### src/rtl/timer_irq_flags_pkg.sv
package timer_irq_flags_pkg;

  // Per-source strobes sent from control to datapath
  typedef struct packed {
    logic set;
    logic clr;
  } flagStrobe_t;

endpackage

### src/rtl/timer_irq_flags_ctrl.sv
module timer_irq_flags_ctrl
  import timer_irq_flags_pkg::*;
#(
  parameter int NUM_SRC = 4
) (
  input  logic                       wrEn,
  input  logic [NUM_SRC-1:0]         wrData,
  input  logic [NUM_SRC-1:0]         evtPulse,
  input  logic [NUM_SRC-1:0]         ackPulse,
  output flagStrobe_t [NUM_SRC-1:0]  strobes
);

  logic [NUM_SRC-1:0] writeClr;

  assign writeClr = wrEn ? wrData : '0;

  for (genvar i = 0; i < NUM_SRC; i++) begin : g_strobe
    always_comb begin
      strobes[i].set = evtPulse[i];
      strobes[i].clr = writeClr[i] | ackPulse[i];
    end
  end

endmodule

### src/rtl/timer_irq_flags_dp.sv
module timer_irq_flags_dp
  import timer_irq_flags_pkg::*;
#(
  parameter int NUM_SRC = 4
) (
  input  logic                       clk,
  input  logic                       rstN,
  input  flagStrobe_t [NUM_SRC-1:0]  strobes,
  input  logic [NUM_SRC-1:0]         srcEnable,
  input  logic                       globalEn,
  output logic [NUM_SRC-1:0]         flagQ,
  output logic [NUM_SRC-1:0]         irqReq
);

  for (genvar i = 0; i < NUM_SRC; i++) begin : g_flag
    always_ff @(posedge clk or negedge rstN) begin
      if (!rstN)                flagQ[i] <= 1'b0;
      else if (strobes[i].set)  flagQ[i] <= 1'b1;
      else if (strobes[i].clr)  flagQ[i] <= 1'b0;
    end

    assign irqReq[i] = flagQ[i] & srcEnable[i] & globalEn;

    assert_set_wins_R5: assert property (@(posedge clk) disable iff (!rstN)
      strobes[i].set |=> flagQ[i]);

    assert_clear_takes_R4: assert property (@(posedge clk) disable iff (!rstN)
      (strobes[i].clr && !strobes[i].set) |=> !flagQ[i]);

    assert_flag_held_R7: assert property (@(posedge clk) disable iff (!rstN)
      (!strobes[i].clr && !strobes[i].set) |=> $stable(flagQ[i]));
  end

endmodule

### src/rtl/timer_irq_flags.sv
module timer_irq_flags
  import timer_irq_flags_pkg::*;
#(
  parameter int NUM_SRC = 4
) (
  input  logic               clk,
  input  logic               rstN,
  input  logic               wrEn,
  input  logic [NUM_SRC-1:0] wrData,
  output logic [NUM_SRC-1:0] rdData,
  input  logic [NUM_SRC-1:0] evtPulse,
  input  logic [NUM_SRC-1:0] srcEnable,
  input  logic               globalEn,
  input  logic [NUM_SRC-1:0] ackPulse,
  output logic [NUM_SRC-1:0] irqReq
);

  flagStrobe_t [NUM_SRC-1:0] strobes;

  timer_irq_flags_ctrl #(.NUM_SRC(NUM_SRC)) u_ctrl (
    .wrEn     (wrEn),
    .wrData   (wrData),
    .evtPulse (evtPulse),
    .ackPulse (ackPulse),
    .strobes  (strobes)
  );

  timer_irq_flags_dp #(.NUM_SRC(NUM_SRC)) u_dp (
    .clk       (clk),
    .rstN      (rstN),
    .strobes   (strobes),
    .srcEnable (srcEnable),
    .globalEn  (globalEn),
    .flagQ     (rdData),
    .irqReq    (irqReq)
  );

  assert_no_req_without_gie_R6: assert property (@(posedge clk) disable iff (!rstN)
    !globalEn |-> (irqReq == '0));

  for (genvar i = 0; i < NUM_SRC; i++) begin : g_port_chk
    assert_req_when_armed_R6: assert property (@(posedge clk) disable iff (!rstN)
      (rdData[i] && srcEnable[i] && globalEn) |-> irqReq[i]);

    assert_event_sets_R2: assert property (@(posedge clk) disable iff (!rstN)
      evtPulse[i] |=> rdData[i]);

    assert_write_one_clears_R3: assert property (@(posedge clk) disable iff (!rstN)
      (wrEn && wrData[i] && !evtPulse[i]) |=> !rdData[i]);

    assert_write_zero_keeps_R3: assert property (@(posedge clk) disable iff (!rstN)
      (wrEn && !wrData[i] && !evtPulse[i] && !ackPulse[i]) |=> $stable(rdData[i]));

    assert_ack_idle_flag_R8: assert property (@(posedge clk) disable iff (!rstN)
      (ackPulse[i] && !rdData[i] && !evtPulse[i]) |=> !rdData[i]);
  end

endmodule

### config.mk
export PLATFORM = sky130hd
export DESIGN_NAME = timer_irq_flags
export DESIGN_NICKNAME = d
export VERILOG_FILES = /design/src/rtl/timer_irq_flags_pkg.sv /design/src/rtl/timer_irq_flags_ctrl.sv /design/src/rtl/timer_irq_flags_dp.sv /design/src/rtl/timer_irq_flags.sv
export SDC_FILE = /design/constraint.sdc
export NUM_CORES = 1
export LEC_CHECK = 0
export BUFFER_PORTS_ARGS = -buffer_cell sky130_fd_sc_hd__buf_2
export CORE_AREA = 8 8 45 47
export CTS_CLUSTER_DIAMETER = 30
export DETAILED_ROUTE_END_ITERATION = 7
export DIE_AREA = 0 0 53 55
export PLACE_DENSITY_LB_ADDON = 0.1
export SLEW_MARGIN = 20
export SYNTH_ARGS = -nofsm -noshare
export SYNTH_HDL_FRONTEND = slang
export SYNTH_SLANG_ARGS = --single-unit
### constraint.sdc
create_clock -name clk -period 1.2 [get_ports clk]
set_clock_uncertainty 0.1 [all_clocks]
set_input_delay 0.12 -clock clk [delete_from_list [all_inputs] [get_ports clk]]
set_output_delay 0.12 -clock clk [all_outputs]
set_load 0.05 [all_outputs]
* Yosys cells after proc, flatten, opt, wreduce, memory -nomap -nowiden *
Cells that the tools add are included.

word-level totals
  bits in registers = 4
  input bits = 20
  output and inout bits = 8
  word-level logic and storage cells = 29

cells by class
  muxes and demuxes = 9
  bitwise gates (word level) = 12
  reduce and logical (&&, ||, !) cells = 4

operator list
  cell               number
  $and 1x1->1        8
  $mux 1             8
  $reduce_bool 2->1  4
  $mux 4             1
  $or 1x1->1         4

* Logic depth before layout (Yosys ltp) *
Gate-level depths: netlist of the first run.

  depth in word-level cells = 4
  mapped depth = 2
  depth with buffers taken out = 2

* Hierarchy *
From an unflattened synthesis of the first run, not the netlist that was laid out.

unflattened totals
  cell total of the unflattened synthesis = 24
  area, all modules = 230.2 µm²

by module, submodules not included
  module                instances  cells an instance  area each (µm²)  seq. area each (µm²)
  timer_irq_flags_dp    1          16                 170.2            100.1
  timer_irq_flags_ctrl  1          8                  60.1             0.0

* Worst setup path before layout of the first run *
OpenSTA, ideal clock, no wires.

  path type = register to output
  start point = register u_dp.flagQ[1]
  end point = output port irqReq[1]
  data arrival time = 1,160 ps
  data required time = 980 ps
  slack = -180 ps
  cell stages (with the launch flop) = 2
  buffers on the path = 0
  cell sequence = dfrtp_1 and3_1

on the way
  word-level cells in the longest chain between the ends = 2

RTL lines
  what                              line                      text
  start: declaration                timer_irq_flags_dp.sv:11  output logic [NUM_SRC-1:0] flagQ,
  start signal: indexed assignment  timer_irq_flags_dp.sv:17  if (!rstN) flagQ[i] <= 1'b0;
  start signal: indexed assignment  timer_irq_flags_dp.sv:18  else if (strobes[i].set) flagQ[i] <= 1'b1;
  start signal: indexed assignment  timer_irq_flags_dp.sv:19  else if (strobes[i].clr) flagQ[i] <= 1'b0;
  $and 1x1->1 (2 in series)         timer_irq_flags_dp.sv:22  assign irqReq[i] = flagQ[i] & srcEnable[i] & globalEn;
  end: declaration                  timer_irq_flags.sv:15     output logic [NUM_SRC-1:0] irqReq

Every way passes these cells.

* Worst setup path after layout of the first run *
  start point = register u_dp.flagQ[3]
  end point = output port irqReq[3]

Same word-level chain as after synthesis.

==> impl_metrics.prom, run 1 <==
# TYPE chip_impl_metric gauge
chip_impl_info{name="largestRegisters",value="u_dp.flagQ (4)"} 1
chip_impl_metric{name="cellLeakagePower",unit="nW"} 0.254
chip_impl_info{name="worstHoldStart",value="ackPulse[1]"} 1
chip_impl_metric{name="netlist_area",unit="um^2"} 190
chip_impl_metric{name="cp_data_arrival_time",unit="ns"} 0.95
chip_impl_metric{name="synth_cells",unit=""} 20
chip_impl_metric{name="met3_track_demand_over_resource_in_global_routing",unit=""} 0.0428
chip_impl_metric{name="clock.fmax",unit="GHz"} 0.852
chip_impl_metric{name="ys_warn_count",unit=""} 0
chip_impl_metric{name="cts_max_path_buffers",unit=""} 2
chip_impl_info{name="top_register",value="u_dp.flagQ"} 1
chip_impl_info{name="cts_root_buf",value="clkbuf_4"} 1
chip_impl_metric{name="clkTransAtPathRegs",unit="ns"} 0.04
chip_impl_metric{name="cts_made_buffers",unit=""} 3
chip_impl_metric{name="num_rows",unit=""} 14
chip_impl_metric{name="postRouteWirelength",unit="um"} 922
chip_impl_metric{name="yosys-mux-area-fraction",unit=""} 0
chip_impl_metric{name="synth_xor_area_frac",unit=""} 0
chip_impl_metric{name="largest_register_ffs",unit=""} 4
chip_impl_metric{name="grt.met1_usage",unit=""} 0.0565
chip_impl_metric{name="route.detailed.wl_per_inst",unit="um"} 12.8
chip_impl_metric{name="dieArea",unit="um^2"} 2920
chip_impl_metric{name="vdd.ir_drop.worst",unit="mV"} 0.316
chip_impl_info{name="final_common_cell",value="buf_2"} 1
chip_impl_metric{name="timing.final.setup_violations",unit=""} 0
chip_impl_metric{name="syn2layout_area_growth",unit="%"} 158
chip_impl_metric{name="finalSetupTns",unit="ns"} 0
chip_impl_metric{name="core_region_area",unit="um^2"} 1380
chip_impl_metric{name="synthesis.nets",unit=""} 40
chip_impl_metric{name="tritoncts_num_sinks",unit=""} 4
chip_impl_info{name="crit_path_start_kind",value="flop"} 1
chip_impl_metric{name="htree_num_levels",unit=""} 1
chip_impl_metric{name="detailedPlace.worstSlack",unit="ns"} 0.190
chip_impl_metric{name="initial_core_util",unit=""} 0.137
chip_impl_info{name="largest_family_of_logic_cells_by_synthesized_area",value="simple AND/OR/NAND/NOR gates"} 1
chip_impl_metric{name="max-slew-margin-rel",unit=""} 0.828
chip_impl_info{name="clock_tree_from_tritoncts",value="yes"} 1
chip_impl_info{name="rsz0062_at_grt",value="yes"} 1
chip_impl_info{name="setup.worst_path.class",value="flop to output port"} 1
chip_impl_metric{name="io_pins",unit=""} 28
chip_impl_metric{name="grt_pass1_wl",unit="um"} 1340
chip_impl_info{name="status",value="finished clean"} 1
chip_impl_metric{name="timing.critical_path.required",unit="ns"} 0.98
chip_impl_metric{name="layout-drive-gt1-share",unit=""} 0.696
chip_impl_metric{name="critical_path.max_fanout",unit=""} 3
chip_impl_metric{name="drtAntennaViolNets",unit=""} 0
chip_impl_metric{name="first_global_vias",unit=""} 345
chip_impl_metric{name="syn_area_per_cell",unit="um^2"} 9.51
chip_impl_metric{name="dpl.hpwl",unit="um"} 753
chip_impl_metric{name="synth-seq-area-share",unit=""} 0.526
chip_impl_metric{name="synth_compound_gate_area_share",unit=""} 0.184
chip_impl_metric{name="antenna-diode-count",unit=""} 0
chip_impl_metric{name="final_nets",unit=""} 78
chip_impl_metric{name="drt_pass1_iterations",unit=""} 2
chip_impl_metric{name="timing.max_cap.violations",unit=""} 0
chip_impl_metric{name="dieWidth",unit="um"} 53
chip_impl_metric{name="power.density",unit="nW/um^2"} 1010
chip_impl_metric{name="route.vias.total",unit=""} 285
chip_impl_metric{name="avgViaCountPerCell",unit=""} 3.96
chip_impl_metric{name="timing.final.crit_period",unit="ns"} 1.17
chip_impl_metric{name="synth.ff_latch_count",unit=""} 4
chip_impl_metric{name="remaining_drc_errors",unit=""} 0
chip_impl_info{name="hold_class",value="input pin to flop"} 1
chip_impl_metric{name="worst-slew-pin-transition",unit="ns"} 0.259
chip_impl_metric{name="grt_antenna_before_repair",unit=""} 0
chip_impl_info{name="startpoint",value="u_dp.flagQ[3]"} 1
chip_impl_metric{name="drtIter0Drc",unit=""} 2
chip_impl_info{name="critical_path.reg2reg.startpoint",value="u_dp.flagQ[1]"} 1
chip_impl_metric{name="grt.total_usage",unit=""} 0.0635
chip_impl_metric{name="clkLatencyLatePin",unit="ns"} 0.23
chip_impl_metric{name="final_hold_viol_count",unit=""} 0
chip_impl_metric{name="floorplan.die.height",unit="um"} 55
chip_impl_metric{name="synth-adder-area-share",unit=""} 0
chip_impl_metric{name="gr-total-overflow",unit=""} 0
chip_impl_info{name="grt_busiest_layer",value="met2"} 1
chip_impl_metric{name="synth_cell_types",unit=""} 5
chip_impl_metric{name="grt_max_degree",unit=""} 5
chip_impl_metric{name="place.port_buffers",unit=""} 27
chip_impl_metric{name="synth_simple_gate_area_frac",unit=""} 0.211
chip_impl_info{name="critPathCaptureType",value="output port"} 1
chip_impl_info{name="most_frequent_cells_in_the_layout",value="buf_2, dlygate4sd3_1"} 1
chip_impl_metric{name="slew_violations",unit=""} 0
chip_impl_metric{name="final_worst_setup_slack",unit="ns"} 0.0261
chip_impl_metric{name="gr_util_met2",unit=""} 0.105
chip_impl_metric{name="place_congestion",unit=""} 0.686
chip_impl_metric{name="timing.final.crit_share",unit=""} 0.978
==> critical path, cell delays in order, from the launching register on <==
cell	delay, ns
dfrtp_2	0.40
and3_4	0.18
buf_8	0.14
==> Yosys cell counts <==
library cell / n / area share
inv_1: 4 / 0.079
a31o_1: 4 / 0.18
dfrtp_1: 4 / 0.53
nand2_1: 4 / 0.079
and3_1: 4 / 0.13
==> report_power, final <==
group	total [mW]	internal, mW	switching [mW]
registers	0.154	0.147	0.00694
clock network	0.167	0.112	0.0548
logic	0.172	0.0774	0.0949
total	0.493	0.336	0.157
==> logic make-up after synthesis <==
group                  count (synthesis)
DFF                                    4
and+or+nand+nor                        8
buffers and inverters                  4
AOI/OAI and AO/OA                      4
==> what timing repair did <==
action | CTS | global route
hold buffers | 5 | 0
resized for setup | 16 | 0
pin swaps | 0 | 1
endpoints found under the setup margin | 4 | 2
gates cloned | 0 | 0
endpoints found under the hold margin | 8 | 0
setup buffers | 1 | 0
==> area by class of cell <==
type                       instances  area [um^2]
fill                             149          893
timing repair buffer              33          233
sequential                         4          105
multi-input combinational         12         95.1
clock buffer                       3         22.5
tap                               16         20.0
inverter                           4         15.0
==> routing by layer <==
metal / part of all wire / vias up
met4: 0 / 0
met1: 0.34 / 128
met5: 0 / -
met3: 0.16 / 0
met2: 0.49 / 14
li1: - / 143
==> per-stage QoR <==
step	hold slack (ns)	instances	util	cell area [um^2]	power [mW]
CTS	0.0683	72	0.354	490	0.503
floorplan	-0.276	20	-	200	0.235
global placement	-0.165	63	0.257	355	0.287
finish	0.0757	72	0.354	490	0.493
detailed placement	-0.165	63	0.257	355	0.290
global route	0.0769	72	0.354	490	0.519
==> path summary, 6_finish.rpt <==
kind	slack (ns)	end	cells past startpoint
worst max-delay path	0.03	irqReq[3]	2
worst min-delay path	0.08	u_dp.flagQ[1]	3
worst max register to register	0.27	u_dp.flagQ[1]	2
worst min register to register	0.42	u_dp.flagQ[3]	1
max in group asynchronous	0.74	u_dp.flagQ[3]	2
min in group asynchronous	0.12	u_dp.flagQ[2]	2
No activity file was read; power rests on OpenSTA's default activity.
==> run 2: changes to the inputs <==
--- a/config.mk
+++ b/config.mk
@@ -5,6 +5,7 @@
 export SDC_FILE = /design/constraint.sdc
 export NUM_CORES = 1
 export LEC_CHECK = 0
+export ABC_AREA = 1
 export BUFFER_PORTS_ARGS = -buffer_cell sky130_fd_sc_hd__buf_2
 export CORE_AREA = 8 8 45 47
 export CTS_CLUSTER_DIAMETER = 30
==> run 2 against run 1 <==
- die area unchanged
- maximum frequency up 1.6%
- global-route usage down 0.65 points
- critical path depth up 1
- highest routed layer unchanged
- power up 4.3%
- sequential cell count unchanged
- register-to-register slack better by 0.16 ns
- non-clock buffer count down 1
==> impl_metrics.prom, run 2 <==
# TYPE chip_impl_metric gauge
chip_impl_metric{name="yosys-mux-area-fraction",unit=""} 0
chip_impl_metric{name="clock.fmax",unit="GHz"} 0.866
chip_impl_info{name="cts_root_buf",value="clkbuf_4"} 1
chip_impl_metric{name="finalSetupTns",unit="ns"} 0
chip_impl_metric{name="synth_simple_gate_area_frac",unit=""} 0.374
chip_impl_info{name="critPathCaptureType",value="output port"} 1
chip_impl_metric{name="drtIter0Drc",unit=""} 3
chip_impl_info{name="synth_top_cells_by_area",value="dfrtp_1, nand2_1, inv_1"} 1
chip_impl_metric{name="layout-drive-gt1-share",unit=""} 0.580
chip_impl_metric{name="synth_cell_types",unit=""} 5
chip_impl_metric{name="place_congestion",unit=""} 0.654
chip_impl_info{name="largestRegisters",value="u_dp.flagQ (4)"} 1
chip_impl_metric{name="worst-slew-pin-transition",unit="ns"} 0.320
chip_impl_info{name="clock_tree_from_tritoncts",value="yes"} 1
chip_impl_metric{name="synth-seq-area-share",unit=""} 0.468
chip_impl_metric{name="antenna-diode-count",unit=""} 0
chip_impl_metric{name="synth-adder-area-share",unit=""} 0
chip_impl_metric{name="clkLatencyLatePin",unit="ns"} 0.24
chip_impl_info{name="status",value="finished clean"} 1
chip_impl_metric{name="timing.final.crit_period",unit="ns"} 1.16
chip_impl_metric{name="initial_core_util",unit=""} 0.155
chip_impl_metric{name="grt_max_degree",unit=""} 5
chip_impl_info{name="hold_class",value="input pin to flop"} 1
chip_impl_metric{name="ys_warn_count",unit=""} 0
chip_impl_metric{name="final_nets",unit=""} 90
chip_impl_metric{name="vdd.ir_drop.worst",unit="mV"} 0.304
chip_impl_metric{name="drt_pass1_iterations",unit=""} 3
chip_impl_info{name="crit_path_start_kind",value="flop"} 1
chip_impl_metric{name="drtAntennaViolNets",unit=""} 0
chip_impl_metric{name="grt_antenna_before_repair",unit=""} 0
chip_impl_metric{name="first_global_vias",unit=""} 302
chip_impl_metric{name="synthesis.nets",unit=""} 53
chip_impl_info{name="netlist.top_cell.by_area",value="dfrtp_1"} 1
chip_impl_info{name="rsz0062_at_grt",value="no"} 1
chip_impl_info{name="yosysMostFrequentCell",value="nand2_1"} 1
chip_impl_metric{name="placed_cell_area",unit="um^2"} 403
chip_impl_metric{name="final_hold_viol_count",unit=""} 0
chip_impl_metric{name="io_pins",unit=""} 28
chip_impl_metric{name="synth.ff_latch_count",unit=""} 4
chip_impl_metric{name="gr-total-overflow",unit=""} 0
chip_impl_info{name="top_register",value="u_dp.flagQ"} 1
chip_impl_metric{name="htree_num_levels",unit=""} 1
chip_impl_metric{name="synth_compound_gate_area_share",unit=""} 0
chip_impl_metric{name="grt_pass1_wl",unit="um"} 1170
chip_impl_metric{name="grt.total_usage",unit=""} 0.0570
chip_impl_metric{name="route.detailed.wl_per_inst",unit="um"} 9.53
chip_impl_metric{name="critical-path-max-stage-delay",unit="ns"} 0.40
chip_impl_metric{name="cellLeakagePower",unit="nW"} 0.288
chip_impl_metric{name="largest_register_ffs",unit=""} 4
chip_impl_metric{name="dieArea",unit="um^2"} 2920
chip_impl_metric{name="cts_made_buffers",unit=""} 3
chip_impl_metric{name="netlist_area",unit="um^2"} 214
chip_impl_metric{name="synth-async-reset-ratio",unit=""} 1.00
chip_impl_metric{name="number_of_enable_type_register_cells_in_the_synthesized_netlist",unit=""} 0
chip_impl_metric{name="place.port_buffers",unit=""} 27
chip_impl_metric{name="cts_max_path_buffers",unit=""} 2
chip_impl_metric{name="timing.final.crit_share",unit=""} 0.963
chip_impl_metric{name="max-slew-margin-rel",unit=""} 0.787
chip_impl_info{name="setup.worst_path.class",value="flop to output port"} 1
chip_impl_info{name="worstPathCellList",value="nand2_1, nor2_4, buf_6"} 1
chip_impl_metric{name="syn2layout_area_growth",unit="%"} 139
chip_impl_metric{name="avgViaCountPerCell",unit=""} 3.60
chip_impl_metric{name="cp_data_arrival_time",unit="ns"} 0.94
chip_impl_info{name="dominantRegCellSynth",value="dfrtp_1"} 1
chip_impl_metric{name="synth_xor_area_frac",unit=""} 0
chip_impl_metric{name="synth_top_area_frac",unit=""} 0.468
chip_impl_metric{name="route.vias.total",unit=""} 306
chip_impl_metric{name="fin_area",unit="um^2"} 512
chip_impl_info{name="synth_commonest_cells",value="nand2_1, inv_1, dfrtp_1, nand3_1, nor2_1"} 1
chip_impl_metric{name="fin_hold_ws",unit="ns"} 0.0303
chip_impl_metric{name="slew_violations",unit=""} 0
chip_impl_metric{name="num_rows",unit=""} 14
chip_impl_metric{name="syn_area_per_cell",unit="um^2"} 6.48
chip_impl_metric{name="fill_cell_count",unit=""} 157
chip_impl_metric{name="clkTransAtPathRegs",unit="ns"} 0.04
chip_impl_metric{name="postRouteWirelength",unit="um"} 810
chip_impl_metric{name="synth_cells",unit=""} 33
chip_impl_metric{name="core_region_area",unit="um^2"} 1380
chip_impl_info{name="largest_family_of_logic_cells_by_synthesized_area",value="simple AND/OR/NAND/NOR gates"} 1
chip_impl_metric{name="timing.max_cap.violations",unit=""} 0
chip_impl_metric{name="power.density",unit="nW/um^2"} 1000
chip_impl_metric{name="timing.final.setup_violations",unit=""} 0
chip_impl_metric{name="critical_path.max_fanout",unit=""} 3
chip_impl_metric{name="tritoncts_num_sinks",unit=""} 4
chip_impl_info{name="most_frequent_cells_in_the_layout",value="buf_2, inv_1, nand2_1"} 1
chip_impl_metric{name="dpl.hpwl",unit="um"} 714
chip_impl_info{name="worst_path_cell_with_the_longest_stage_delay",value="dfrtp_2"} 1
chip_impl_metric{name="layout.core_utilization",unit=""} 0.370
chip_impl_metric{name="timing.critical_path.required",unit="ns"} 0.98
chip_impl_metric{name="floorplan.die.height",unit="um"} 55
chip_impl_metric{name="remaining_drc_errors",unit=""} 0
chip_impl_metric{name="dieWidth",unit="um"} 53
chip_impl_info{name="final_common_cell",value="buf_2"} 1
run 2: what timing repair did:
item	4_1_cts	5_1_grt
buffers inserted	0	0
hold endpoints to repair	8	0
endpoints found under the setup margin	4	3
hold buffers	5	0
resized for setup	7	4
run 2: layout make-up:
class,instances,area (um^2),share of cell area
inverter,9,33.8,0.0660
tap,16,20.0,0.0391
multi-input combinational,20,118,0.230
timing repair buffer,32,210,0.411
clock buffer,4,26.3,0.0513
sequential,4,104,0.203
run 2: per-layer routing:
metal	routed length, um	up-vias	global-route usage	part of all wire
met2	480	12	0.107	0.59
met4	0	0	0.0388	0
met3	91	0	0.0294	0.11
met1	238	129	0.0444	0.29
li1	-	165	-	-
met5	0	-	0	0
run 2: power by group:
part	switching (mW)	leakage, nW	internal, mW
registers	0.00890	0.0416	0.147
clock network	0.0620	0.0150	0.125
logic	0.104	0.232	0.0676
run 2: path summary, 6_finish.rpt:
check | end | slack (ns) | cells after the start | from
max | irqReq[2] | 0.04 | 3 | u_dp.flagQ[2]
max reg2reg | u_dp.flagQ[1] | 0.43 | 2 | u_dp.flagQ[1]
min in group asynchronous | u_dp.flagQ[1] | 0.14 | 2 | rstN
max in group asynchronous | u_dp.flagQ[3] | 0.72 | 2 | rstN
min reg2reg | u_dp.flagQ[3] | 0.42 | 2 | u_dp.flagQ[3]
min | u_dp.flagQ[3] | 0.03 | 4 | ackPulse[3]
run 2: cells by family (layout without fill, tap and decap cells):
logic type,after synthesis,count (layout)
buf+inv,9,45
simple gates,20,20
flops,4,4
run 2: metrics by stage:
stage          cells  power, mW  setup slack, ns
2_1_floorplan     33      0.251          -0.0882
3_3_place_gp      76      0.307            0.191
3_5_place_dp      76      0.306            0.189
4_1_cts           85      0.520          0.00725
5_1_grt           85      0.550          0.00746
6_report          85      0.514           0.0448
run 2: critical path, delay by kind of cell (launching register included):
kind,cells,cell delay (ns)
buf+inv,1,0.15
flops,1,0.40
simple gates,2,0.14
